--- config.mk ---
export PLATFORM = sky130hd
export DESIGN_NAME = wdt_trip_top
export DESIGN_NICKNAME = d
export VERILOG_FILES = /design/src/rtl/wdt_pkg.sv /design/src/rtl/wdt_down_counter.sv /design/src/rtl/wdt_pulse_gen.sv /design/src/rtl/wdt_trip_acct.sv /design/src/rtl/wdt_trip_top.sv
export SDC_FILE = /design/constraint.sdc
export NUM_CORES = 1
export LEC_CHECK = 0
export ABC_AREA = 1
export CORE_AREA = 2 2 105 107
export CTS_CLUSTER_SIZE = 20
export DETAILED_ROUTE_END_ITERATION = 6
export DIE_AREA = 0 0 107 109
export HOLD_SLACK_MARGIN = 0.12
export PLACE_DENSITY_LB_ADDON = 0.3
export SYNTH_ARGS = -nofsm -noshare
export SYNTH_HDL_FRONTEND = slang
export SYNTH_SLANG_ARGS = --single-unit
--- constraint.sdc ---
create_clock -name clk -period 2.9 [get_ports clk]
set_input_delay 0.58 -clock clk [delete_from_list [all_inputs] [get_ports clk]]
set_output_delay 0.58 -clock clk [all_outputs]
set_load 0.1 [all_outputs]
--- src/rtl/wdt_pkg.sv ---
// Package: register addresses, service key and shared widths for the watchdog.
// Assumes a 2-bit register address and a data word as wide as the counter.
package wdt_pkg;
    localparam logic [1:0] ADDR_CTRL  = 2'd0;
    localparam logic [1:0] ADDR_LOAD  = 2'd1;
    localparam logic [1:0] ADDR_SVC   = 2'd2;
    localparam logic [1:0] ADDR_TRIP  = 2'd3;
    localparam logic [31:0] SVC_KEY   = 32'h5AC3_3CA5;
    localparam int CTRL_EN_BIT        = 0;
    localparam int CTRL_STAT_BIT      = 1;
endpackage

--- src/rtl/wdt_down_counter.sv ---
// Down counter: loads on a reload request, falls by one per enabled cycle,
// and wraps to the load value on reaching zero, flagging an expiry.
// Assumes reload has priority over expiry on the same edge.
module wdt_down_counter #(
    parameter int CNT_W = 32
) (
    input  logic             clk,
    input  logic             rst_n,
    input  logic             run,
    input  logic             reload,
    input  logic [CNT_W-1:0] load_val,
    output logic [CNT_W-1:0] count,
    output logic             expire
);
    // Expiry only when running, at zero, and not serviced this cycle.
    assign expire = run && (count == '0) && !reload;

    // Counter register update.
    always_ff @(posedge clk) begin
        if (!rst_n)
            count <= '0;
        else if (reload)
            count <= load_val;
        else if (run) begin
            if (count == '0)
                count <= load_val;
            else
                count <= count - 1'b1;
        end
    end

    assert_hold_when_off_R2: assert property (@(posedge clk) disable iff (!rst_n)
        (!run && !reload) |=> $stable(count));
    assert_reload_value_R4: assert property (@(posedge clk) disable iff (!rst_n)
        reload |=> (count == $past(load_val)));
endmodule

--- src/rtl/wdt_pulse_gen.sv ---
// Pulse generator: each fire starts (or restarts) a pulse of PULSE_LEN cycles.
// Assumes PULSE_LEN >= 1.
module wdt_pulse_gen #(
    parameter int PULSE_LEN = 16
) (
    input  logic clk,
    input  logic rst_n,
    input  logic fire,
    output logic pulse
);
    localparam int PW = $clog2(PULSE_LEN + 1);
    localparam logic [PW-1:0] LEN = PW'(PULSE_LEN);

    logic [PW-1:0] remain;

    // Remaining pulse cycles.
    always_ff @(posedge clk) begin
        if (!rst_n)
            remain <= '0;
        else if (fire)
            remain <= LEN;
        else if (remain != '0)
            remain <= remain - 1'b1;
    end

    assign pulse = (remain != '0);

    assert_pulse_starts_R3: assert property (@(posedge clk) disable iff (!rst_n)
        fire |=> pulse);
endmodule

--- src/rtl/wdt_trip_acct.sv ---
// Trip accounting: sticky status, saturating expiry count and the held
// reset latch. Cleared only by the hardware reset input.
// Assumes a limit of zero means the latch is never armed.
module wdt_trip_acct #(
    parameter int TRIP_W = 8
) (
    input  logic              clk,
    input  logic              rst_n,
    input  logic              expire,
    input  logic [TRIP_W-1:0] limit,
    output logic [TRIP_W-1:0] trips,
    output logic              status,
    output logic              held
);
    localparam logic [TRIP_W-1:0] TRIP_MAX = '1;

    logic [TRIP_W-1:0] trips_nx;

    // Saturating next trip value.
    assign trips_nx = (trips == TRIP_MAX) ? trips : trips + 1'b1;

    // Status, trip count and latch update.
    always_ff @(posedge clk) begin
        if (!rst_n) begin
            trips  <= '0;
            status <= 1'b0;
            held   <= 1'b0;
        end else if (expire) begin
            trips  <= trips_nx;
            status <= 1'b1;
            if ((limit != '0) && (trips_nx >= limit))
                held <= 1'b1;
        end
    end

    assert_status_sticky_R6: assert property (@(posedge clk) disable iff (!rst_n)
        status |=> status);
    assert_trips_no_decrease_R7: assert property (@(posedge clk) disable iff (!rst_n)
        ##1 (trips >= $past(trips)));
    assert_held_sticky_R8: assert property (@(posedge clk) disable iff (!rst_n)
        held |=> held);
    assert_no_hold_limit0_R9: assert property (@(posedge clk) disable iff (!rst_n)
        (limit == '0 && !held) |=> !held);
endmodule

--- src/rtl/wdt_trip_top.sv ---
// Watchdog top: register file, service-key decode, and the joining of the
// counter, pulse generator and trip accounting into one reset output.
// Assumes single-cycle writes and a combinational read port.
module wdt_trip_top #(
    parameter int CNT_W     = 32,
    parameter int TRIP_W    = 8,
    parameter int PULSE_LEN = 16
) (
    input  logic             clk,
    input  logic             rst_n,
    input  logic             wr_en,
    input  logic [1:0]       wr_addr,
    input  logic [CNT_W-1:0] wr_data,
    input  logic [1:0]       rd_addr,
    output logic [CNT_W-1:0] rd_data,
    output logic             rst_out
);
    import wdt_pkg::*;

    localparam int PAD_W = CNT_W - 2 * TRIP_W;

    logic              enable;
    logic [CNT_W-1:0]  load_reg;
    logic [TRIP_W-1:0] limit;
    logic [CNT_W-1:0]  count;
    logic [TRIP_W-1:0] trips;
    logic              status, held, expire, pulse;
    logic              wr_ctrl, svc_ok, en_rise, reload, run;

    // Write decode and the service-key match.
    assign wr_ctrl = wr_en && (wr_addr == ADDR_CTRL);
    assign en_rise = wr_ctrl && wr_data[CTRL_EN_BIT] && !enable;
    assign svc_ok  = wr_en && (wr_addr == ADDR_SVC) && (wr_data == CNT_W'(SVC_KEY))
                     && enable && !held;
    assign reload  = en_rise || svc_ok;
    assign run     = enable && !held;

    // Software-writable registers.
    always_ff @(posedge clk) begin
        if (!rst_n) begin
            enable   <= 1'b0;
            load_reg <= '0;
            limit    <= '0;
        end else if (wr_en) begin
            case (wr_addr)
                ADDR_CTRL: enable   <= wr_data[CTRL_EN_BIT];
                ADDR_LOAD: load_reg <= wr_data;
                ADDR_TRIP: limit    <= wr_data[TRIP_W-1:0];
                default:   ;
            endcase
        end
    end

    wdt_down_counter #(.CNT_W(CNT_W)) u_cnt (
        .clk(clk), .rst_n(rst_n), .run(run), .reload(reload),
        .load_val(load_reg), .count(count), .expire(expire)
    );

    wdt_pulse_gen #(.PULSE_LEN(PULSE_LEN)) u_pulse (
        .clk(clk), .rst_n(rst_n), .fire(expire), .pulse(pulse)
    );

    wdt_trip_acct #(.TRIP_W(TRIP_W)) u_trip (
        .clk(clk), .rst_n(rst_n), .expire(expire), .limit(limit),
        .trips(trips), .status(status), .held(held)
    );

    assign rst_out = pulse || held;

    // Combinational read mux.
    always_comb begin
        rd_data = '0;
        case (rd_addr)
            ADDR_CTRL: begin
                rd_data[CTRL_EN_BIT]   = enable;
                rd_data[CTRL_STAT_BIT] = status;
            end
            ADDR_LOAD: rd_data = load_reg;
            ADDR_SVC:  rd_data = count;
            ADDR_TRIP: rd_data = {{PAD_W{1'b0}}, trips, limit};
            default:   rd_data = '0;
        endcase
    end

    assert_held_drives_out_R8: assert property (@(posedge clk) disable iff (!rst_n)
        held |-> rst_out);
    assert_service_blocks_expiry_R5: assert property (@(posedge clk) disable iff (!rst_n)
        (svc_ok && !pulse && !held) |=> !rst_out);
    assert_off_no_expiry_R2: assert property (@(posedge clk) disable iff (!rst_n)
        (!enable && !pulse && !held) |=> !rst_out);
endmodule

Word level (Yosys, flattened, before mapping)
Index checks and enable logic that the tools add are counted.
W data, S select, Z words.
Storage, ports and cells
  flip-flop bits (word level): 88
  word-level logic and storage cells: 58
  bits of input ports: 39
Cells by class
  equality and inequality tests: 8
  reductions and logical operators: 28
  bitwise operators: 1
  order comparisons: 1
  mux-type cells: 8
  add/sub/neg operators: 3
Operator list (count)
  $mux W32: 3
  $pmux W30 S3: 1
  $eq A32 B31 Y1 const B: 1
  $logic_not A32 Y1: 1
  $sub A32 B1 Y32 const B: 1
  $logic_and A1 B1 Y1: 11
  $mux W5: 2
  $add A8 B1 Y8 const B: 1
  $eq A2 B2 Y1 const B: 4
  $eq A8 B8 Y1 const B: 1
  $ge A8 B8 Y1: 1
  $mux W8: 1
  $pmux W2 S4: 1
  $reduce_and A2 Y1: 4
  $reduce_bool A8 Y1: 1
  $reduce_bool A5 Y1: 1
  $sub A5 B1 Y5 const B: 1
  $eq A2 B1 Y1 const B: 2
  $logic_not A2 Y1: 2
  $reduce_bool A2 Y1: 2
  $logic_not A1 Y1: 3
  $logic_or A1 B1 Y1: 2
  $reduce_or A2 Y1: 1
  $not A1 Y1: 1

Longest topological paths before layout
Gate-level depths: netlist of run 1.
  word-level depth: 9
  depth in mapped cells: 15
  mapped depth without buffers: 15

Hierarchy
From an unflattened synthesis of run 1, not the netlist that was laid out.
Second synthesis, totals
  cells, all modules: 899
  area total of the unflattened synthesis: 5644.2 µm²
Modules (own cells, without submodules)
  wdt_down_counter: area each 2422.3 µm², instances 1, sequential area each 640.6 µm², cells each 426
  wdt_trip_top: area each 2184.6 µm², instances 1, sequential area each 820.8 µm², cells each 316
  wdt_trip_acct: area each 789.5 µm², instances 1, sequential area each 200.2 µm², cells each 123
  wdt_pulse_gen: area each 247.7 µm², instances 1, sequential area each 100.1 µm², cells each 34

Worst setup path after synthesis of run 1
OpenSTA, ideal clock, no wires.
  path type: in2out
  start: input port rd_addr[0]
  end: output port rd_data[20]
  path buffers: 1
  slack: -727 ps
  data arrival time: 3047 ps
  stages on the path: 4
  path through: inv_1 > nand2_1 > buf_1 > o21ai_0
On the way
  word-level cells in the longest chain between the ends: 2
  elaborated cells between the ends (all ways): 4
  classes of those cells: eq/ne (3); mux (1)
RTL lines
  from (decl): line wdt_trip_top.sv:14  | input logic [1:0] rd_addr,
  $eq A2 B2 Y1 / $eq A2 B1 Y1 (equally long branches): line wdt_trip_top.sv:73  | case (rd_addr)
  $pmux W30 S3 *: line wdt_trip_top.sv:73
  to (decl): line wdt_trip_top.sv:15  | output logic [CNT_W-1:0] rd_data,
Mark *: on every way between the ends. The rest lies on a longest branch, timed or not.

Worst setup path in the final report of run 1
  start: input port rd_addr[0]
  end: output port rd_data[31]
The elaborated chain is that of the path after synthesis.

==> results.sh, run 1 <==
export IMPL_clock_latency_ns=0.37
export IMPL_dr_pass1_iters=5
export IMPL_synth_nets=939
export IMPL_layout_drive_gt1_share=0.115
export IMPL_start_util=0.531
export IMPL_synth_seq_cells=88
export IMPL_hold_viol_final=0
export IMPL_cp_top_family="buffers and inverters"
export IMPL_die_h_um=109
export IMPL_clock_sinks=88
export IMPL_worst_r2r_setup_slack_ns=0.40
export IMPL_drtIter0Drc=551
export IMPL_ctsResizeCount=0
export IMPL_arrival_ns=2.13
export IMPL_grt_max_degree=43
export IMPL_fillers=970
export IMPL_rsz0062_at_grt="no"
export IMPL_path_max_fanout=14
export IMPL_ctsHoldBuffers=0
export IMPL_netlist_top_cell_by_area="dfxtp_1"
export IMPL_grt_first_pass_wirelength_um=26900
export IMPL_core_area_sq_um=10600
export IMPL_worst_setup_path_end_kind="output port"
export IMPL_ys_seq_area_frac=0.313
export IMPL_cts_buffers=9
export IMPL_cpMostUsedCell="inv_1"
export IMPL_grt_overflow_total=0
export IMPL_hp_start="u_trip.status"
export IMPL_crit_required_ns=2.32
export IMPL_routed_via_count=6016
export IMPL_netlist_top_cells_area="dfxtp_1 31%, nand2_1 15%, inv_1 9.5%"
export IMPL_clock_root_buffer="clkbuf_8"
export IMPL_tightestPinTransition_ns=1.07
export IMPL_place_hpwl_um=13200
export IMPL_worstPathCellList="clkdlybuf4s50_1 > inv_1 > nor2_1 > inv_1 > buf_4 > o22ai_1 > buf_12"
export IMPL_critPathBufInv=5
export IMPL_status="finished clean"
export IMPL_slowest_stage="clkdlybuf4s50_1"
export IMPL_clk_path_buf_depth=2
export IMPL_maxCapViolCount=0
export IMPL_peakVddDrop_mv=0.427
export IMPL_relSlewSlack=0.288
export IMPL_critical_path_max_stage_delay_ns=0.51
export IMPL_hold_class="flip-flop to flip-flop"
export IMPL_synth_area_sq_um=5630
export IMPL_postCtsSetupBuffers=0
export IMPL_cts_tree="done"
export IMPL_finalWirelength_um=16800
export IMPL_cts_max_level=3
export IMPL_drc=0
export IMPL_syn_avg_cell_area_sq_um=6.35
export IMPL_min_period_over_period=0.933
export IMPL_die_area_sq_um=11700
export IMPL_rows=38
export IMPL_num_antenna_cells=0
export IMPL_ys_warn_count=0
export IMPL_hold_path_endpoint="u_trip.status"
export IMPL_p_leak_nw=3.10
export IMPL_power_density_nw_per_um2=669
export IMPL_fin_skew_ns=0.0143
export IMPL_area_delta_synth_final_pct=25.3
export IMPL_antenna_found_initial=0
export IMPL_critical_path_class="input port to output port"
export IMPL_finalCriticalPeriod_ns=2.71
export IMPL_fin_setup_tns_ns=0
export IMPL_yosysTopAreaCellShare=0.313
export IMPL_maxSlewViolCount=0
export IMPL_globalplace_congestion=0.977
export IMPL_grt_pass1_vias=5280
export IMPL_ant_nets=0
export IMPL_clkTransAtPathRegs_ns=0.09
export IMPL_rr_endpoint="u_trip.held"
export IMPL_synth_distinct_cells=36
export IMPL_wire_per_inst_um=15.3
export IMPL_io_buffers=71
export IMPL_grtUsageTotal=0.297
export IMPL_min_path_cells=2
export IMPL_timing_rr_start="u_trip.trips[1]"
export IMPL_total_power_mw=4.72
export IMPL_critPathLaunchType="input port"
export IMPL_setup_viol=0
export IMPL_dieWidth_um=107
export IMPL_vias_per_cell=5.48
export IMPL_fmax_ghz=0.369
export IMPL_reg2reg_depth=15
export IMPL_synthCells=887
export IMPL_final_net_count=1005
export IMPL_io_pins=72
==> power by group <==
group	internal, mW	switching, mW	total (mW)
clock	0.309	0.473	0.782
sequential	1.32	0.112	1.44
combinational	0.863	1.64	2.50
total	2.50	2.22	4.72
==> layer usage <==
metal | vias up | global-route usage | share of wire
met5 | - | 0 | 0
met4 | 0 | 0.101 | 0.022
met3 | 30 | 0.0460 | 0.081
met2 | 264 | 0.447 | 0.44
met1 | 2744 | 0.433 | 0.46
li1 | 2978 | - | -
==> synth_stat cells (all sizes together) <==
cell type  number
o22ai          15
xnor2           3
nand3b          1
buf            15
nand4          13
nor2           99
xor2           23
clkbuf         17
ha             13
o21ai          68
o221ai         14
dfxtp          88
nand3          60
clkinv          1
nor3           11
o31ai           2
inv           145
or2             2
o2111ai         2
a21oi          70
nor4            3
nand2         222
==> metrics by stage <==
stage	setup WS (ns)	hold WS [ns]	instance area [sq um]	std cells	util
floorplan	-0.451	0.423	5720	887	-
global placement	0.308	0.446	6880	1082	0.649
detailed placement	0.212	0.461	6880	1082	0.649
CTS	0.218	0.474	7060	1098	0.666
global route	0.105	0.482	7060	1098	0.666
finish	0.194	0.470	7060	1098	0.666
==> placed cells by master, fill, tap and decap left out, types with 13 or more instances in the layout <==
| master | Yosys | final |
|---|---|---|
| clkdlybuf4s50_1 | 0 | 38 |
| o22ai_1 | 15 | 15 |
| ha_1 | 13 | 13 |
| xor2_1 | 23 | 23 |
| nand2_1 | 219 | 219 |
| dfxtp_1 | 88 | 88 |
| buf_4 | 3 | 15 |
| o221ai_2 | 0 | 13 |
| nand3_1 | 54 | 54 |
| inv_1 | 142 | 142 |
| buf_12 | 2 | 34 |
| nor2_1 | 85 | 85 |
| a21oi_1 | 67 | 67 |
| nand4_1 | 13 | 13 |
| o21ai_0 | 66 | 65 |
==> final cells by class <==
| cell class | instances | area [sq um] | area share |
|---|---|---|---|
| Multi-Input combinational cell | 621 | 3220 | 0.456 |
| Sequential cell | 88 | 1760 | 0.250 |
| Timing Repair Buffer | 87 | 1170 | 0.166 |
| Inverter | 146 | 553 | 0.0784 |
| Tap cell | 140 | 175 | 0.0248 |
| Clock buffer | 9 | 124 | 0.0176 |
| Clock inverter | 7 | 48.8 | 0.00691 |
==> tightest hold or removal path: cells and delay by family, from the launching register on <==
| kind | cells | cell delay [ns] |
|---|---|---|
| flip-flops | 1 | 0.33 |
| AND/OR/NAND/NOR | 2 | 0.10 |
==> kinds of logic (layout without fill, tap and decap cells) <==
kind of cell             Yosys count  in the layout  share of synthesized area
flip-flops                        88             88                      0.313
XOR/XNOR                          26             26                     0.0404
AO/OA/AOI/OAI                    171            171                      0.169
adder cells (fa/ha/maj)           13             13                     0.0289
AND/OR/NAND/NOR                  411            411                      0.318
buffers and inverters            178            249                      0.131
==> how the worst max path moves through the flow <==
stage | start | endpoint | cells after the start
after global routing | rd_addr[0] | rd_data[16] | 7
after global placement | rd_addr[0] | rd_data[19] | 7
after floorplan | rd_addr[0] | rd_data[16] | 5
after CTS | rd_addr[0] | rd_data[31] | 7
after detailed placement | rd_addr[0] | rd_data[31] | 7
final | rd_addr[0] | rd_data[31] | 7
Power figures use the tool's default switching activity.
==> run 2, diff against run 1 <==
--- a/config.mk
+++ b/config.mk
@@ -12,6 +12,7 @@
 export DIE_AREA = 0 0 107 109
 export HOLD_SLACK_MARGIN = 0.12
 export PLACE_DENSITY_LB_ADDON = 0.3
+export SETUP_SLACK_MARGIN = 0.15
 export SYNTH_ARGS = -nofsm -noshare
 export SYNTH_HDL_FRONTEND = slang
 export SYNTH_SLANG_ARGS = --single-unit
==> run 2 against run 1 <==
Design area is 1.0% higher. Sequential power hardly changed. Clock skew is 0.0037 ns lower. Worst hold slack better by 0.0010 ns. Global-route usage is 0.19 points lower. Critical path type unchanged.
==> results.sh, run 2 (synthesized netlist as in run 1, its figures left out) <==
export IMPL_switching_share=0.455
export IMPL_power_density_nw_per_um2=687
export IMPL_grtUsageTotal=0.295
export IMPL_finish_utilization=0.672
export IMPL_power_frac_comb=0.504
export IMPL_arrival_ns=2.07
export IMPL_layout_common_cells="219 x nand2_1, 142 x inv_1, 87 x dfxtp_1, 84 x nor2_1, 67 x a21oi_1"
export IMPL_num_antenna_cells=0
export IMPL_grt_pass1_vias=5434
export IMPL_placed_area_sq_um=6880
export IMPL_postCtsSetupBuffers=0
export IMPL_io_pins=72
export IMPL_fin_skew_ns=0.0106
export IMPL_final_net_count=1007
export IMPL_layout_drive_gt1_share=0.123
export IMPL_globalplace_congestion=0.986
export IMPL_dieWidth_um=107
export IMPL_grt_max_degree=55
export IMPL_crit_required_ns=2.32
export IMPL_grt_overflow_total=0
export IMPL_setup_viol=0
export IMPL_hold_viol_final=0
export IMPL_drc=0
export IMPL_wire_per_inst_um=15.0
export IMPL_clk_path_buf_depth=2
export IMPL_status="finished clean"
export IMPL_finalCriticalPeriod_ns=2.65
export IMPL_core_area_sq_um=10600
export IMPL_clock_latency_ns=0.38
export IMPL_start_util=0.531
export IMPL_dr_max_layer_used="met4"
export IMPL_rsz0062_at_grt="yes"
export IMPL_grt_first_pass_wirelength_um=27000
export IMPL_area_delta_synth_final_pct=26.6
export IMPL_finalWirelength_um=16500
export IMPL_dr_pass1_iters=5
export IMPL_io_buffers=71
export IMPL_fin_area_sq_um=7130
export IMPL_peakVddDrop_mv=0.472
export IMPL_cts_max_level=3
export IMPL_p_leak_nw=3.15
export IMPL_relSlewSlack=0.658
export IMPL_cts_buffers=9
export IMPL_internal_power_mw=2.67
export IMPL_routed_via_count=5884
export IMPL_hold_class="flip-flop to flip-flop"
export IMPL_p_switching_mw=2.23
export IMPL_layout_cells_most_common="nand2_1"
export IMPL_critical_path_class="input port to output port"
export IMPL_cts_tree="done"
export IMPL_seqPwrFrac=0.293
export IMPL_maxCapViolCount=0
export IMPL_route_met3_wl_um=1160
export IMPL_die_h_um=109
export IMPL_worst_setup_path_end_kind="output port"
export IMPL_p_clk_frac=0.203
export IMPL_ant_nets=0
export IMPL_clock_sinks=88
export IMPL_wl_met2_um=7340
export IMPL_clock_root_buffer="clkbuf_8"
export IMPL_maxSlewViolCount=0
export IMPL_path_max_fanout=15
export IMPL_place_hpwl_um=12800
export IMPL_clkTransAtPathRegs_ns=0.09
export IMPL_fmax_ghz=0.377
export IMPL_dp_cells=1084
export IMPL_rows=38
export IMPL_antenna_found_initial=0
export IMPL_final_cells=1100
export IMPL_min_period_over_period=0.914
export IMPL_critPathLaunchType="input port"
export IMPL_drtIter0Drc=431
export IMPL_met1_length_um=7560
export IMPL_vias_per_cell=5.35
export IMPL_tightestPinTransition_ns=0.512
export IMPL_die_area_sq_um=11700
## run 2: cell count changes in the layout (fill, tap and decap cells not counted), moves of 2 or more
| cell | before | now |
|---|---|---|
| o22ai_2 | 0 | 2 |
| clkinvlp_4 | 4 | 0 |
| buf_12 | 34 | 32 |
| bufinv_16 | 0 | 2 |
| inv_6 | 1 | 4 |
| o22ai_1 | 15 | 13 |
| buf_4 | 15 | 19 |
## run 2: per-stage QoR
step / total power [mW] / hold slack (ns) / worst slack (ns) / setup TNS, ns
after floorplan: 3.28 / 0.423 / -0.451 / -6.06
after global placement: 3.85 / 0.453 / 0.271 / 0
after detailed placement: 3.88 / 0.450 / 0.220 / 0
after CTS: 4.86 / 0.467 / 0.210 / 0
after global routing: 5.25 / 0.506 / 0.126 / 0
final: 4.90 / 0.471 / 0.249 / 0
## run 2: area by class of cell
| cell class | count | area, sq um |
|---|---|---|
| Clock buffer | 9 | 124 |
| Clock inverter | 7 | 100 |
| Fill cell | 970 | 3470 |
| Inverter | 146 | 553 |
| Multi-Input combinational cell | 621 | 3250 |
| Sequential cell | 88 | 1760 |
| Tap cell | 140 | 175 |
| Timing Repair Buffer | 89 | 1160 |
## run 2: path summary, 6_finish.rpt
kind / start / slack (ns) / depth (start not counted) / end
worst min register to register: u_trip.status / 0.47 / 2 / u_trip.status
worst min-delay path: u_trip.status / 0.47 / 2 / u_trip.status
worst max-delay path: rd_addr[0] / 0.25 / 7 / rd_data[30]
worst max register to register: u_trip.trips[0] / 0.38 / 14 / u_trip.held
## run 2: timing repair
item                                    CTS  global route
endpoints found under the setup margin    0            15
resized for setup                         0             5
hold buffers                              0             0
## run 2: power groups by stage
stage / registers, mW / logic (mW) / clock network [mW]
6_report: 1.44 / 2.47 / 0.993
2_1_floorplan: 1.43 / 1.86 / 0
4_1_cts: 1.43 / 2.43 / 0.998
3_5_place_dp: 1.46 / 2.42 / 0
3_3_place_gp: 1.46 / 2.39 / 0
5_1_grt: 1.45 / 2.75 / 1.05
## run 2: routing by layer
metal | GRT usage | vias to the layer above
li1 | - | 2979
met1 | 0.412 | 2643
met2 | 0.463 | 227
met3 | 0.0383 | 35
met4 | 0.118 | 0
met5 | 0 | -
## run 2: critical path: stages
cell and delay [ns]:
clkdlybuf4s50_1 0.50, inv_1 0.06, nor2_1 0.18, inv_1 0.08, buf_4 0.20, o22ai_1 0.24
buf_12 0.22
